[src/rtl/cg_dec_pkg.sv]
package cg_dec_pkg;
   localparam int GROUP_W = 5;
   localparam int NIB_W   = 4;

   localparam logic [GROUP_W-1:0] CG_J    = 5'b11000;
   localparam logic [GROUP_W-1:0] CG_K    = 5'b10001;
   localparam logic [GROUP_W-1:0] CG_T    = 5'b01101;
   localparam logic [GROUP_W-1:0] CG_R    = 5'b00111;
   localparam logic [GROUP_W-1:0] CG_IDLE = 5'b11111;
   localparam logic [NIB_W-1:0]   NIB_PRE = 4'b0101;

   typedef enum logic {ST_HUNT, ST_FRAME} dec_state_t;

   typedef struct packed {
      logic             is_data;
      logic [NIB_W-1:0] nib;
   } lut_out_t;

   function automatic lut_out_t cg_lookup(input logic [GROUP_W-1:0] cg);
      lut_out_t r;
      r.is_data = 1'b1;
      unique case (cg)
         5'b11110: r.nib = 4'h0;
         5'b01001: r.nib = 4'h1;
         5'b10100: r.nib = 4'h2;
         5'b10101: r.nib = 4'h3;
         5'b01010: r.nib = 4'h4;
         5'b01011: r.nib = 4'h5;
         5'b01110: r.nib = 4'h6;
         5'b01111: r.nib = 4'h7;
         5'b10010: r.nib = 4'h8;
         5'b10011: r.nib = 4'h9;
         5'b10110: r.nib = 4'hA;
         5'b10111: r.nib = 4'hB;
         5'b11010: r.nib = 4'hC;
         5'b11011: r.nib = 4'hD;
         5'b11100: r.nib = 4'hE;
         5'b11101: r.nib = 4'hF;
         default: begin
            r.is_data = 1'b0;
            r.nib     = 4'h0;
         end
      endcase
      return r;
   endfunction
endpackage

[src/rtl/cg_bit_window.sv]
module cg_bit_window #(
   parameter int W = 15
) (
   input  logic         clk,
   input  logic         rst_n,
   input  logic         bit_vld,
   input  logic         bit_in,
   output logic [W-1:0] win_nxt
);
   logic [W-1:0] win_q;

   assign win_nxt = {win_q[W-2:0], bit_in};

   always_ff @(posedge clk or negedge rst_n) begin
      if (!rst_n)       win_q <= '0;
      else if (bit_vld) win_q <= win_nxt;
   end
endmodule

[src/rtl/cg_sof_hunt.sv]
module cg_sof_hunt
   import cg_dec_pkg::*;
#(
   parameter int PRE_IDLES = 1,
   localparam int W = GROUP_W * (PRE_IDLES + 2)
) (
   input  logic [W-1:0] win,
   output logic         hit
);
   logic [PRE_IDLES-1:0] idle_ok;

   for (genvar g = 0; g < PRE_IDLES; g++) begin : g_prefix
      assign idle_ok[g] = (win[2*GROUP_W + g*GROUP_W +: GROUP_W] == CG_IDLE);
   end

   assign hit = (win[GROUP_W +: GROUP_W] == CG_J) &&
                (win[0 +: GROUP_W] == CG_K) && (&idle_ok);
endmodule

[src/rtl/cg_group_lut.sv]
module cg_group_lut
   import cg_dec_pkg::*;
(
   input  logic [GROUP_W-1:0] cg,
   output logic               is_data,
   output logic               is_ctrl,
   output logic [NIB_W-1:0]   nib
);
   lut_out_t lo;

   always_comb begin
      lo      = cg_lookup(cg);
      is_data = lo.is_data;
      nib     = lo.nib;
      is_ctrl = (cg == CG_T) || (cg == CG_R) || (cg == CG_IDLE);
   end
endmodule

[src/rtl/cg_rx_decoder.sv]
module cg_rx_decoder
   import cg_dec_pkg::*;
#(
   parameter int          PRE_IDLES = 1,
   parameter logic [3:0]  ERR_NIB   = 4'b1110
) (
   input  logic       clk,
   input  logic       rst_n,
   input  logic       bit_in,
   input  logic       bit_vld,
   output logic       rx_dv,
   output logic [3:0] rx_nib,
   output logic       rx_err,
   output logic       nib_stb
);
   localparam int WIN_W = GROUP_W * (PRE_IDLES + 2);
   localparam int CNT_W = $clog2(GROUP_W);
   localparam logic [CNT_W-1:0] CNT_LAST = CNT_W'(GROUP_W - 1);

   if (PRE_IDLES < 1 || PRE_IDLES > 4) begin : g_bad_pre
      $error("PRE_IDLES must lie in 1..4");
   end

   logic [WIN_W-1:0]   win_nxt;
   logic               sof_hit;
   logic [GROUP_W-1:0] cur_cg, prev_cg;
   logic               lut_data, lut_ctrl;
   logic [NIB_W-1:0]   lut_nib;

   dec_state_t         state;
   logic [CNT_W-1:0]   slot;
   logic               pre_pend;
   logic               grp_done, end_pair;

   cg_bit_window #(.W(WIN_W)) u_win (
      .clk(clk), .rst_n(rst_n), .bit_vld(bit_vld), .bit_in(bit_in),
      .win_nxt(win_nxt)
   );

   cg_sof_hunt #(.PRE_IDLES(PRE_IDLES)) u_hunt (
      .win(win_nxt), .hit(sof_hit)
   );

   assign cur_cg  = win_nxt[0 +: GROUP_W];
   assign prev_cg = win_nxt[GROUP_W +: GROUP_W];

   cg_group_lut u_lut (
      .cg(cur_cg), .is_data(lut_data), .is_ctrl(lut_ctrl), .nib(lut_nib)
   );

   assign grp_done = (state == ST_FRAME) && bit_vld && (slot == CNT_LAST);
   assign end_pair = ((prev_cg == CG_T)    && (cur_cg == CG_R)) ||
                     ((prev_cg == CG_IDLE) && (cur_cg == CG_IDLE));

   always_ff @(posedge clk or negedge rst_n) begin
      if (!rst_n) begin
         state    <= ST_HUNT;
         slot     <= '0;
         pre_pend <= 1'b0;
         rx_dv    <= 1'b0;
         rx_nib   <= '0;
         rx_err   <= 1'b0;
         nib_stb  <= 1'b0;
      end else begin
         nib_stb <= 1'b0;
         rx_err  <= 1'b0;
         unique case (state)
            ST_HUNT: begin
               if (bit_vld && sof_hit) begin
                  state    <= ST_FRAME;
                  slot     <= '0;
                  pre_pend <= 1'b1;
                  rx_dv    <= 1'b1;
                  rx_nib   <= NIB_PRE;
                  nib_stb  <= 1'b1;
               end
            end
            ST_FRAME: begin
               if (pre_pend) begin
                  pre_pend <= 1'b0;
                  rx_nib   <= NIB_PRE;
                  nib_stb  <= 1'b1;
               end
               if (bit_vld) slot <= (slot == CNT_LAST) ? '0 : slot + 1'b1;
               if (grp_done) begin
                  if (end_pair) begin
                     state  <= ST_HUNT;
                     rx_dv  <= 1'b0;
                     rx_nib <= '0;
                  end else if (lut_data) begin
                     rx_nib  <= lut_nib;
                     nib_stb <= 1'b1;
                  end else if (!lut_ctrl) begin
                     rx_nib  <= ERR_NIB;
                     rx_err  <= 1'b1;
                     nib_stb <= 1'b1;
                  end
               end
            end
            default: state <= ST_HUNT;
         endcase
      end
   end
endmodule

[config.mk]
export PLATFORM = sky130hd
export DESIGN_NAME = cg_rx_decoder
export DESIGN_NICKNAME = d
export VERILOG_FILES = /design/src/rtl/cg_dec_pkg.sv /design/src/rtl/cg_bit_window.sv /design/src/rtl/cg_sof_hunt.sv /design/src/rtl/cg_group_lut.sv /design/src/rtl/cg_rx_decoder.sv
export SDC_FILE = /design/constraint.sdc
export NUM_CORES = 1
export LEC_CHECK = 0
export CORE_MARGIN = 2
export CORE_UTILIZATION = 59
export CTS_BUF_LIST = sky130_fd_sc_hd__clkbuf_8
export CTS_CLUSTER_DIAMETER = 60
export DETAILED_ROUTE_END_ITERATION = 7
export HOLD_SLACK_MARGIN = 0.08
export MAX_ROUTING_LAYER = met4
export PLACE_DENSITY = 0.82
export SYNTH_ARGS = -nofsm -noshare
export SYNTH_HDL_FRONTEND = slang
export SYNTH_SLANG_ARGS = --single-unit
[constraint.sdc]
create_clock -name clk -period 2.1 [get_ports clk]
set_input_delay 0.525 -clock clk [delete_from_list [all_inputs] [get_ports clk]]
set_output_delay 0.525 -clock clk [all_outputs]
set_load 0.03 [all_outputs]
# Word level (Yosys, flattened, before mapping)

Index checks and enable logic that the tools add are counted.

$add $sub $neg: 1
Eq/ne operators: 29
Muxes and demuxes: 33
Bitwise gates (word level): 1
Reductions and logical operators: 13

Operators with widths:

| cell                                                   | count |
|---|---|
| equality test 5 bit (second input constant)            | 16 |
| one-hot mux 4 bit (15 select lines)                    | 1 |
| equality test 5 x 4 -> 1 bit (second input constant)   | 7 |
| 2-to-1 mux 4 bit                                       | 6 |
| 2-to-1 mux 1 bit                                       | 17 |
| OR reduction 16 bit                                    | 1 |
| 2-to-1 mux 3 bit                                       | 3 |
| one-hot mux 1 bit (2 select lines)                     | 4 |
| one-hot mux 4 bit (2 select lines)                     | 1 |
| logical AND 1 bit                                      | 7 |
| one-hot mux 3 bit (2 select lines)                     | 1 |
| equality test 5 x 3 -> 1 bit (second input constant)   | 1 |
| inequality test 2 x 1 -> 1 bit (second input constant) | 2 |
| inequality test 2 bit (second input constant)          | 2 |
| adder 3 x 1 -> 3 bit (second input constant)           | 1 |
| equality test 3 bit (second input constant)            | 1 |
| logical OR 1 bit                                       | 3 |
| AND reduction 3 bit                                    | 1 |
| AND reduction 2 bit                                    | 1 |
| NOT 1 bit                                              | 1 |

Flip-flop bits (word level): 26
Input port bits: 4
Output and inout bits: 7
Logic and storage cells: 85

# Logic depth before layout (Yosys ltp)

Depth in word-level cells: 8
Depth in mapped cells: 6
Depth with buffers taken out: 6

# Hierarchy

A second synthesis with hierarchy kept.

Cells, all modules: 135
Area, all modules: 1370.1 sq um

Modules (own cells, without submodules):

| module        | instances | cells each | area each (sq um) |
|---|---|---|---|
| cg_rx_decoder | 1         | 74         | 630.6 |
| cg_bit_window | 1         | 30         | 526.8 |
| cg_group_lut  | 1         | 26         | 165.2 |
| cg_sof_hunt   | 1         | 5          | 47.5 |

# Worst setup path before layout

Ideal clock, no wire load.

Kind: flip-flop to flip-flop
Start point: register u_win.win_q[1]
End point: register rx_nib[1]
Setup time: 0.122 ns
Arrival: 1.742 ns
Data required time: 1.978 ns
Path slack: 0.236 ns
Cell stages (with the launch flop): 5
Path buffers: 0
Clock period less this slack: 1.864 ns
Cell sequence: dfrtp_1 -> or4_1 -> o41a_1 -> or2_1 -> a32o_1

Cells in the longest elaborated chain, start to end: 8
Elaborated cells between the ends (all ways): 37

Ends and longest elaborated chain:

| item                                                        | line                | text |
|---|---|---|
| from (decl)                                                 | cg_bit_window.sv:10 | `logic [W-1:0] win_q;` |
| from (signal assigned)                                      | cg_bit_window.sv:16 | `else if (bit_vld) win_q <= win_nxt;` |
| branches (longest 8 deep; another with OR reduction 16 bit) | --                  |  |
| to (signal assigned)                                        | cg_rx_decoder.sv:91 | `rx_nib <= lut_nib;` |
| to (decl)                                                   | cg_rx_decoder.sv:12 | `output logic [3:0] rx_nib,` |

Several ways; the timed one is not identified.
A chain may end at the register's enable or synchronous reset.

# Worst setup path in the final report

Start point: input port bit_in
End point: register rx_nib[1]

Cells in the longest elaborated chain, start to end: 8
Elaborated cells between the ends (all ways): 37

Ends and longest elaborated chain:

| item                                                        | line               | text |
|---|---|---|
| from (decl)                                                 | cg_rx_decoder.sv:9 | `input logic bit_in,` |
| branches (longest 8 deep; another with OR reduction 16 bit) | --                 |  |

Several ways; the timed one is not identified.

==> results.yml <==
critical_path:
  cp.arrival_ns: 2.14
  rrSetupSlack_ns: 0.14
  crit_required_ns: 2.26
  cp-start-kind: "primary input"
  endpoint_kind: "flop"
  critical_path_class: "primary input to flop"
  cp_max_fo: 11
clock_tree:
  insertion_delay_ns: 0.27
  post_cts_resized: 0
  clockBufferDepth: 2
  cts.sink_count: 26
  cts.htree.levels: 1
  ctsHoldBuffers: 0
  root_buffer: "clkbuf_8"
  cts_tree: "yes"
  post_cts_buffers: 0
  cts_made_buffers: 3
  path_clk_slew_ns: 0.09
pwr:
  clockPowerShare_pct: 22.7
  ir_drop_mv: 0.793
  p_int_w: 0.00121
  p_sw_w: 0.000605
  p_leak_nw: 0.700
  finalPower_w: 0.00181
  p_per_area_nw_per_um2: 1100
  switching_share_pct: 33.3
  p_seq_share_pct: 43.3
  combPwrFrac_pct: 34.0
global_routing:
  grt_overflow: 0
  grt_pass1_vias: 1109
  grt_pass1_wl_mm: 5.24
  grt.met2_usage_pct: 41.5
  use_met3_pct: 3.67
  antenna_found_initial: 0
  grt_busiest_layer: "met2"
  grt_max_degree: 27
  grt_use_total_pct: 26.2
  met1_usage_pct: 36.3
detailed_routing:
  totalWireLength_mm: 2.90
  wl_per_cell_um: 16.2
  antenna_left: 0
  vias: 1144
  drc_errors: 0
  drt_iter0_drc: 34
  dr.pass1.iters: 4
  vias_per_cell: 6.39
floorplanning:
  die-area_um2: 2810
  die_h_um: 53.0
  io_pins: 11
  rows: 17
  start_util_pct: 63.4
  placeableCoreArea_um2: 2230
  die_x_um: 53.0
timing:
  slew_viol_final: 0
  holdWs_ns: 0.524
  worst_pin_slew_ns: 0.401
  grt_setup_unrepaired: "false"
  skew_ns: 0.00581
  hold_viol_final: 0
  setup_ws_ns: 0.125
  setup_viol: 0
  fmax_mhz: 506
  finalCritPeriodShare_pct: 94.0
  relSlewSlack_pct: 73.1
  period_minus_slack_ns: 1.97
cells_and_area:
  antenna_cells: 0
  layout_commonest_cell: "dfrtp_1"
  layout.nets: 158
  fillers: 147
  area_delta_synth_final_pct: 17.0
  most-common-layout-cells: "26 x dfrtp_1, 10 x clkdlybuf4s50_1, 10 x buf_4"
  drive_above_1_share_pct: 16.6
  final_cells: 179
yosys:
  syn_nets: 143
  ys_seq_area_share_pct: 46.0
  synth_warnings: 0
  synth_area_um2: 1420
  synth-seq-cells: 26
  synthDistinctLibCells: 50
  synth_top_cell_by_area: "dfrtp_1"
  synth_top_area_share_pct: 46.0
  netlist_instances: 137
  synth.area.top_cells: "dfrtp_1 46%, mux2_1 5.6%, mux2_2 4.0%, nand4_1 2.2%, a21oi_1 2.1%"
  async_reset_ff_share_pct: 100
  post_synth.cell_area_avg_um2: 10.3
  synth_edf_count: 0
  ys.flop_type: "dfrtp_1"
placement:
  io_buffers: 10
  dp_slack_ns: -0.156
  place_inst: 175
  gp_congestion: 0.836
  hpwl_mm: 2.15
status:
  status: "complete, no violations"
job:
  cap_viol_max_count: 0
hold_path:
  hold_class: "flop to flop"
[worst max-delay path, stage by stage]
cell,delay (ns)
clkdlybuf4s50_1,0.48
buf_4,0.19
nand4_1,0.10
a211oi_1,0.35
buf_4,0.21
nor2_1,0.06
a32o_1,0.22
[sequential cells by signal, summed over array words and instances (netlist names)]
| register | flops |
|---|---|
| rx_nib | 4 |
| pre_pend | 1 |
| state | 1 |
| slot | 3 |
| rx_dv | 1 |
| nib_stb | 1 |
| u_win.win_q | 14 |
| rx_err | 1 |
[kinds of logic (layout without fill, tap and decap cells)]
group / Yosys count / after routing / synth area share (%)
AO/OA/AOI/OAI: 37 / 37 / 19.4
XOR/XNOR: 1 / 1 / 0.619
adder cells (fa/ha/maj): 2 / 2 / 1.77
buffers and inverters: 18 / 32 / 5.04
flip-flops: 26 / 26 / 46.0
multiplexers: 13 / 13 / 10.3
AND/OR/NAND/NOR: 40 / 40 / 17.0
[synthesized netlist by cell type (all sizes together), types with 2 or more instances]
cell type  instances
nor2               6
buf                4
or2                2
dfrtp             26
nand2              8
nor3b              2
a22oi              2
o21bai             2
nand4b             2
nand4              5
clkbuf             6
mux2              12
ha                 2
a32o               3
nor4bb             2
o21ai              6
inv                8
or4                4
nand2b             2
a21oi              6
a311oi             2
nor2b              2
[area by class of cell]
cell class | count | area [um2] | share of cell area, %
clock inverters | 1 | 30.0 | 1.81
inverters | 8 | 30.0 | 1.81
well taps | 28 | 35.0 | 2.12
multi-input cells | 93 | 693 | 41.9
flip-flops and latches | 26 | 651 | 39.3
clock buffers | 3 | 41.3 | 2.49
repair buffers | 20 | 175 | 10.6
[layer usage]
| layer | vias to the layer above | share of wire [%] | routed length, um |
|---|---|---|---|
| li1 | 546 | - | - |
| met4 | 0 | 0.72 | 21 |
| met5 | - | 0 | 0 |
| met3 | 4 | 4.9 | 142 |
| met1 | 553 | 44 | 1290 |
| met2 | 41 | 50 | 1460 |
[power by group through the flow]
stage / Clock [W] / Sequential [W] / Combinational [W]
3_5_place_dp: 0 / 0.000794 / 0.000619
6_report: 0.000411 / 0.000786 / 0.000617
4_1_cts: 0.000418 / 0.000783 / 0.000620
2_1_floorplan: 0 / 0.000841 / 0.000350
3_3_place_gp: 0 / 0.000783 / 0.000592
5_1_grt: 0.000442 / 0.000808 / 0.000688
[path summary, 6_finish.rpt]
| path | from | to | cells past startpoint |
|---|---|---|---|
| hold reg to reg | rx_dv | rx_dv | 1 |
| min in group asynchronous | rst_n | rx_dv | 2 |
| setup / recovery | bit_in | rx_nib[1] | 7 |
| hold / removal | rx_dv | rx_dv | 1 |
| max in group asynchronous | rst_n | u_win.win_q[0] | 2 |
| setup reg to reg | u_win.win_q[2] | rx_nib[1] | 4 |
[stage by stage]
stage / cell area, um2 / utilization (%) / TNS, ns
6_report: 1660 / 74.1 / 0
5_1_grt: 1660 / 74.1 / 0
4_1_cts: 1660 / 74.1 / 0
3_5_place_dp: 1580 / 70.9 / -0.867
3_3_place_gp: 1580 / 70.9 / -0.429
2_1_floorplan: 1420 / - / 0
Note: power is estimated with default switching activity, not from simulation.
